### src/rtl/agu_pkg.sv
package agu_pkg;
    localparam int AGU_AW = 16;
    localparam int AGU_WW = AGU_AW - 1;
    localparam int AGU_EW = AGU_AW + 2;

    typedef logic [AGU_AW-1:0] addr_t;
    typedef logic [AGU_WW-1:0] word_t;

    typedef enum logic [1:0] {
        STEP_LINEAR = 2'd0,
        STEP_CIRC   = 2'd1,
        STEP_BREV   = 2'd2
    } step_mode_e;

    typedef struct packed {
        addr_t lo;
        addr_t hi;
    } window_t;

    function automatic word_t flip_word(word_t v);
        word_t r;
        for (int i = 0; i < AGU_WW; i++) begin
            r[i] = v[AGU_WW-1-i];
        end
        return r;
    endfunction
endpackage

### src/rtl/agu_circ_step.sv
module agu_circ_step
    import agu_pkg::*;
(
    input  addr_t   cur,
    input  addr_t   step,
    input  window_t win,
    output addr_t   res
);
    logic signed [AGU_EW-1:0] sum;
    logic signed [AGU_EW-1:0] lo_x;
    logic signed [AGU_EW-1:0] hi_x;
    logic signed [AGU_EW-1:0] len;
    logic signed [AGU_EW-1:0] fixed;

    always_comb begin
        sum  = $signed({2'b00, cur}) + $signed({{2{step[AGU_AW-1]}}, step});
        lo_x = $signed({2'b00, win.lo});
        hi_x = $signed({2'b00, win.hi});
        len  = hi_x - lo_x + AGU_EW'(2);
        if (!step[AGU_AW-1] && (sum > hi_x)) begin
            fixed = sum - len;
        end else if (step[AGU_AW-1] && (sum < lo_x)) begin
            fixed = sum + len;
        end else begin
            fixed = sum;
        end
        res = {fixed[AGU_AW-1:1], 1'b0};
    end
endmodule

### src/rtl/agu_brev_step.sv
module agu_brev_step
    import agu_pkg::*;
(
    input  addr_t cur,
    input  addr_t inc,
    output addr_t res
);
    word_t wsum;
    logic  unused_lsbs;

    always_comb begin
        wsum = flip_word(flip_word(cur[AGU_AW-1:1]) + flip_word(inc[AGU_AW-1:1]));
        res  = {wsum, 1'b0};
    end

    assign unused_lsbs = cur[0] ^ inc[0];
endmodule

### src/rtl/agu_unit.sv
module agu_unit
    import agu_pkg::*;
#(
    parameter bit    HAS_BITREV = 1'b1,
    parameter addr_t Y_SPLIT    = 16'h8000,
    parameter addr_t RESET_ADDR = 16'h0000
) (
    input  logic        clk,
    input  logic        rst,
    input  logic        ld_en,
    input  logic [15:0] ld_val,
    input  logic        adv,
    input  logic [15:0] step,
    input  logic        circ_en,
    input  logic        brev_en,
    input  logic [15:0] win_lo,
    input  logic [15:0] win_hi,
    input  logic [15:0] rev_inc,
    output logic [15:0] nxt_addr,
    output logic [15:0] cur_addr,
    output logic        cur_in_y
);
    addr_t      ptr_q;
    addr_t      lin_res;
    addr_t      circ_res;
    addr_t      brev_res;
    logic       brev_on;
    window_t    win;
    step_mode_e mode;

    assign win.lo  = win_lo;
    assign win.hi  = win_hi;
    assign lin_res = ptr_q + step;

    agu_circ_step u_circ (
        .cur  (ptr_q),
        .step (step),
        .win  (win),
        .res  (circ_res)
    );

    generate
        if (HAS_BITREV) begin : g_brev
            agu_brev_step u_brev (
                .cur (ptr_q),
                .inc (rev_inc),
                .res (brev_res)
            );
            assign brev_on = brev_en;
        end else begin : g_no_brev
            logic unused_brev;
            assign unused_brev = brev_en ^ (^rev_inc);
            assign brev_res    = '0;
            assign brev_on     = 1'b0;
        end
    endgenerate

    always_comb begin
        if (brev_on) begin
            mode = STEP_BREV;
        end else if (circ_en) begin
            mode = STEP_CIRC;
        end else begin
            mode = STEP_LINEAR;
        end
        case (mode)
            STEP_BREV: nxt_addr = brev_res;
            STEP_CIRC: nxt_addr = circ_res;
            default:   nxt_addr = lin_res;
        endcase
    end

    always_ff @(posedge clk) begin
        if (rst) begin
            ptr_q <= RESET_ADDR;
        end else if (ld_en) begin
            ptr_q <= ld_val;
        end else if (adv) begin
            ptr_q <= nxt_addr;
        end
    end

    assign cur_addr = ptr_q;
    assign cur_in_y = (ptr_q >= Y_SPLIT);
endmodule

### config.mk
export PLATFORM = sky130hd
export DESIGN_NAME = agu_unit
export DESIGN_NICKNAME = d
export VERILOG_FILES = /design/src/rtl/agu_pkg.sv /design/src/rtl/agu_circ_step.sv /design/src/rtl/agu_brev_step.sv /design/src/rtl/agu_unit.sv
export SDC_FILE = /design/constraint.sdc
export NUM_CORES = 1
export LEC_CHECK = 0
export BUFFER_PORTS_ARGS = -buffer_cell sky130_fd_sc_hd__buf_4
export CORE_MARGIN = 2
export CORE_UTILIZATION = 35
export DETAILED_ROUTE_END_ITERATION = 10
export PLACE_DENSITY = 0.66
export SYNTH_ARGS = -nofsm -noshare
export SYNTH_HDL_FRONTEND = slang
export SYNTH_HIERARCHICAL = 1
export SYNTH_SLANG_ARGS = --single-unit
### constraint.sdc
create_clock -name clk -period 6.4 [get_ports clk]
set_clock_uncertainty 0.2 [all_clocks]
set_input_delay 0.32 -clock clk [delete_from_list [all_inputs] [get_ports clk]]
set_output_delay 0.32 -clock clk [all_outputs]
set_load 0.05 [all_outputs]
Word level (Yosys, flattened, before mapping)
Index checks and enable logic that the tools add are counted.
W data, S select, Z words.
{ "word_totals": {"ff_bits": 16, "in_bits": 86, "out_inout_bits": 33, "word_cells": 24} }
{ "classes": {"n_addsub": 7, "magnitude_cmp": 3, "eq_ne": 2, "mux": 7, "reduce_logical": 4} }
{ "ops": {"columns": ["op", "count"], "rows": [
  ["$mux W16", 4],
  ["$add A16 B16 Y16", 2],
  ["$pmux W16 S2", 1],
  ["$sub A16 B16 Y16", 2],
  ["$add A17 B16 Y18", 1],
  ["$gt A18 B17 Y1", 1],
  ["$lt A18 B17 Y1", 1],
  ["$add A16 B3 Y16 const B", 1],
  ["$ge A16 B16 Y1 const B", 1],
  ["$add A15 B15 Y15", 1],
  ["$eq A2 B1 Y1 const B", 1],
  ["$eq A2 B2 Y1 const B", 1],
  ["$logic_and A1 B1 Y1", 2],
  ["$mux W2", 1],
  ["$reduce_bool A2 Y1", 1],
  ["$logic_not A1 Y1", 1],
  ["$mux W1", 1]
]} }

Longest topological paths before layout
{ "logic_depth": {"word_depth": 8, "ltp_mapped": 26, "depth_no_buf": 26} }

By module
Netlist, hierarchy kept.
{ "by_module_without_submodules": {"columns": ["mod", "instances", "cells_each", "area_each_um2", "seq_area_each_um2"], "rows": [
  ["agu_circ_step", 1, 582, 4056.4, 0.0],
  ["agu_unit", 1, 269, 1888.1, 320.3],
  ["agu_brev_step", 1, 88, 674.4, 0.0]
]} }

Worst setup path before layout
OpenSTA, ideal clock, no wires.
{ "synth_path": {"kind": "register to register", "start": "register ptr_q[0] (netlist: cur_addr[0])", "end": "register ptr_q[1] (netlist: cur_addr[1])", "setup_ns": 0.065, "arrival_time_ns": 5.889, "required_ns": 6.135, "slack_ns": 0.245, "stages_incl_launch_ff": 26, "path_buffers": 2, "period_less_slack_ns": 6.155, "path_cell_list": "dfxtp_1 ha_1 fa_1 a21o_1 a211oi_1 o21ai_0 a21oi_1 o221ai_1 xor2_1 ha_1 nand4_1 nor2_1 nand2_1 o311ai_0 a21oi_1 or3b_1 buf_2 and2_4 buf_6 a21oi_1 mux2i_1 o21ai_0 mux2i_1 nor2_1 a21oi_1 nor2_1"} }
{ "synth_via": {"elab_chain_cells": 8, "elab_cells_between_ends": 13, "cone_classes": "add/sub (4); order compare (2); mux (5); reduce/logical (2)"} }
{ "synth_rtl": {"columns": ["element", "line", "rtl"], "rows": [
  ["from (decl)", "agu_unit.sv:23", "addr_t ptr_q;"],
  ["from (signal assigned)", "agu_unit.sv:77", "ptr_q <= ld_val;"],
  ["from (signal assigned)", "agu_unit.sv:79", "ptr_q <= nxt_addr;"],
  ["$add A17 B16 Y18 (*)", "agu_circ_step.sv:16", "sum = $signed({2'b00, cur}) + $signed({{2{step[AGU_AW-1]}}, step});"],
  ["$lt A18 B17 Y1", "agu_circ_step.sv:22", "end else if (step[AGU_AW-1] && (sum < lo_x)) begin"],
  ["$logic_and A1 B1 Y1", "agu_circ_step.sv:22", null],
  ["$mux W16", "agu_circ_step.sv:22", null],
  ["$mux W16 (*)", "agu_circ_step.sv:20", "if (!step[AGU_AW-1] && (sum > hi_x)) begin"],
  ["net circ_res[1]", "agu_unit.sv:25", "addr_t circ_res;"],
  ["$pmux W16 S2 (*)", "agu_unit.sv:66", "case (mode)"],
  ["net nxt_addr[1]", "agu_unit.sv:19", "output logic [15:0] nxt_addr,"],
  ["$mux W16 (*)", "agu_unit.sv:78", "end else if (adv) begin"],
  ["$mux W16 (*)", "agu_unit.sv:76", "end else if (ld_en) begin"]
]} }
The timed path passes the listed nets; every way through them passes the cells marked *. The select of a mux whose other input is x is not followed.
A chain may end at the register's enable or synchronous reset.

Worst setup path after layout
{ "layout_path": {"start": "register ptr_q[0] (netlist: cur_addr[0])", "end": "output nxt_addr[11]"} }
{ "layout_via": {"elab_chain_cells": 6, "elab_cells_between_ends": 11, "cone_classes": "add/sub (4); order compare (2); mux (3); reduce/logical (2)"} }
{ "layout_rtl": {"columns": ["element", "line"], "rows": [
  ["$add A17 B16 Y18 (*)", "agu_circ_step.sv:16"],
  ["$lt A18 B17 Y1", "agu_circ_step.sv:22"],
  ["$logic_and A1 B1 Y1", "agu_circ_step.sv:22"],
  ["$mux W16", "agu_circ_step.sv:22"],
  ["$mux W16 (*)", "agu_circ_step.sv:20"],
  ["net circ_res[11]", "agu_unit.sv:25"],
  ["$pmux W16 S2 (*)", "agu_unit.sv:66"],
  ["to (decl)", "agu_unit.sv:19"]
]} }
The timed path passes the listed nets; every way through them passes the cells marked *.

==> impl_metrics.yaml <==
pwr:
  p_leak_nw: 4.00
  p_per_area_nw_per_um2: 269
  clkPwrFrac_pct: 6.5
  p_seq_share_pct: 6.1
  p_sw_mw: 1.16
  power_switching_share_pct: 55.2
  peakVddDrop_v: 0.000239
  p_int_uw: 944
  pwr-share-comb_pct: 87.3
hold_path:
  hold_class: "input pin to flip-flop"
  hp-start: "ld_val[1]"
layout:
  nets: 1267
  area_delta_synth_final_pct: 18.4
  drive_gt1_share_pct: 17.3
  largest_reg_flops: 16
  diodes: 0
  stdcell_count: 1274
logic_synthesis:
  yosysTopAreaCell: "ha_1"
  synthTopCellsByArea: "ha_1 (25%), a21oi_1 (7.2%), inv_1 (5.6%), dfxtp_1 (4.8%), nand2_1 (4.7%)"
  synth-edff-count: 0
  synthCells: 939
  postSynthAreaPerCell_um2: 7.05
  async_flop_share_pct: 0
  synth_top_area_share_pct: 25.3
  synth_warnings: 6
  synth-seq-cells: 16
  syn_nets: 1165
  synth_cell_types: 85
  ys.flop_type: "dfxtp_1"
  netlist_area_um2: 6620
  ys_seq_area_share_pct: 4.84
cts:
  clock_path_buffers: 2
  cts_setup_buffers: 0
  numCtsBuffers: 3
  cts_sinks: 16
  h-tree-depth: 1
  clkSlewWorstSetupHoldPaths_ns: 0.05
  cts_tree: "done"
  clock_latency_ns: 0.25
  cts-root-buf: "clkbuf_16"
run:
  drv_cap: 0
routing:
  drt_iter0_drc: 414
  wl_mm: 20.3
  vias: 7094
  dr.pass1.iters: 6
  routed_via_density: 5.57
  drc: 0
  wl_per_cell_um: 15.9
  antenna_left: 0
setup_path:
  startpoint: "cur_addr[0]"
  crit_type: "flip-flop to output port"
  cp-end-kind: "output port"
  path_max_fanout: 12
  worstPathRequired_ns: 5.88
  path_cells: "ha_1 > fa_1 > a21o_1 > a211oi_2 > o21ai_0 > o211ai_1 > nand2b_1 > xnor2_1 > inv_1 > ha_1 > nand4_1 > nor2_1 > nand2_1 > o311ai_1 > a21oi_1 > or3b_1 > and2_4 > a211o_1 > and3_1 > a221o_1 > nor2_1 > inv_1 > buf_4"
  critPathTopFamily: "compound AO/OA/AOI/OAI gates"
  critPathLaunchType: "flip-flop"
  arrival_ns: 5.50
  cp_slowest_stage_delay_ns: 0.43
  crit_slowest_cell: "fa_1"
  cp_num_buf_inv: 3
  r2r_start: "cur_addr[0]"
placed_design:
  gp_congestion: 0.938
  hpwlAfterDp_mm: 17.3
  pre_cts_slack_ns: 0.375
  dp.cells: 1270
  portBuffers: 117
sta:
  holdWs_ns: 0.101
  timing.final.crit_share_pct: 94.1
  fmax_ghz: 0.166
  tns_ns: 0
  finalHoldViolations: 0
  drv_slew: 0
  rsz0062_at_grt: "false"
  max-slew-margin-rel_pct: 54.5
  setup_viol: 0
  worstMarginPinSlew_ns: 0.678
  period_needed_ns: 6.02
  layout_setup_ws_ns: 0.377
floorplan:
  start_util_pct: 35.5
  die_y_um: 142
  die_w_um: 142
  ioPinCount: 119
  dieArea_um2: 20000
  placementRows: 50
  core_um2: 18600
grt:
  first_global_vias: 6785
  antenna_found_initial: 0
  grt_pass1_wl_mm: 33.3
  track_usage_pct: 20.0
  grt_max_degree: 24
  grt-ovfl-total: 0
status:
  run_status: "completed"
==> placed cells by master, fill, tap and decap left out, types with 12 or more instances in the layout <==
master,netlist,routed
buf_4,2,130
dfxtp_1,16,16
or2_2,15,15
nand3_1,25,25
xnor2_1,32,32
o211ai_1,13,13
a211o_1,14,14
nor2b_1,12,12
xor2_1,19,18
nor2_1,76,76
o21ai_0,43,42
a21o_1,19,19
nor3_1,22,22
nand2b_1,20,20
a21oi_1,95,95
inv_1,99,99
ha_1,134,134
nand2_1,83,83
==> layer usage <==
layer | up-vias | wire [um] | track usage, %
met5 | - | 0 | 0
met4 | 0 | 250 | 3.16
met3 | 17 | 982 | 1.01
met2 | 202 | 9490 | 35.1
met1 | 3306 | 9570 | 27.6
li1 | 3569 | - | -
==> worst register-to-register path, cell delays in order, from the launching register on <==
cell and delay, ns:
dfxtp_1 0.34, ha_1 0.22, fa_1 0.43, a21o_1 0.23
a211oi_2 0.32, o21ai_0 0.19, a21oi_1 0.24, o21bai_1 0.10
xor2_1 0.35, buf_4 0.21, ha_1 0.22, o21ai_0 0.07
nand2b_1 0.07, a21oi_1 0.14, o21ai_0 0.13, a41oi_1 0.25
a22oi_1 0.12, buf_4 0.22, or2_2 0.30, nor4bb_2 0.17
buf_4 0.14, nand2_1 0.06, o311ai_0 0.13, o21ai_1 0.16
a31oi_1 0.14, a311o_1 0.32
==> synth_stat cells, drive strengths merged, types with 16 or more instances <==
library cell and n:
nor3 22, a21oi 98, nand3 25, clkbuf 20, inv 99, o21ai 48, or2 16, xor2 19
nor2 77, ha 134, xnor2 32, nand2b 20, a21o 20, dfxtp 16, nand2 84
==> stage by stage <==
stage	total power, mW	instance area, um2	utilization [%]
6_report	2.11	7840	42.0
5_1_grt	2.32	7840	42.0
4_1_cts	2.09	7820	41.9
3_5_place_dp	1.94	7730	41.5
3_3_place_gp	1.92	7730	41.5
2_1_floorplan	1.46	6620	-
==> area by class of cell <==
cell class	instances	area (um2)
tap	234	293
fill	1969	10800
timing repair buffer	130	976
inverter	99	372
sequential	16	320
clock buffer	4	88.8
multi-input combinational	791	5790
==> power groups by stage <==
stage	Clock (mW)	Combinational [mW]	Sequential, mW
4_1_cts	0.138	1.82	0.129
5_1_grt	0.140	2.05	0.131
3_5_place_dp	0	1.81	0.131
2_1_floorplan	0	1.31	0.158
3_3_place_gp	0	1.79	0.131
6_report	0.137	1.84	0.129
==> timing repair <==
item,in CTS,in global routing
endpoints found under the setup margin,0,11
hold buffers,0,0
resized for setup,0,5
==> logic make-up (layout without fill, tap and decap cells) <==
logic type	after synthesis	after routing	synth area share (%)
other cells	2	2	0.113
buf+inv	132	233	8.00
flops	16	16	4.84
fa+ha+maj	140	140	27.1
simple gates	298	298	21.8
xor+xnor	51	51	6.75
mux	14	14	2.19
compound gates	286	286	29.1
==> final timing paths <==
kind	end	slack [ns]	cells after the start
setup / recovery	nxt_addr[11]	0.38	23
hold / removal	cur_addr[1]	0.10	3
setup reg to reg	cur_addr[12]	0.82	25
hold reg to reg	cur_addr[3]	0.41	2
Note: power is estimated with default switching activity, not from simulation.
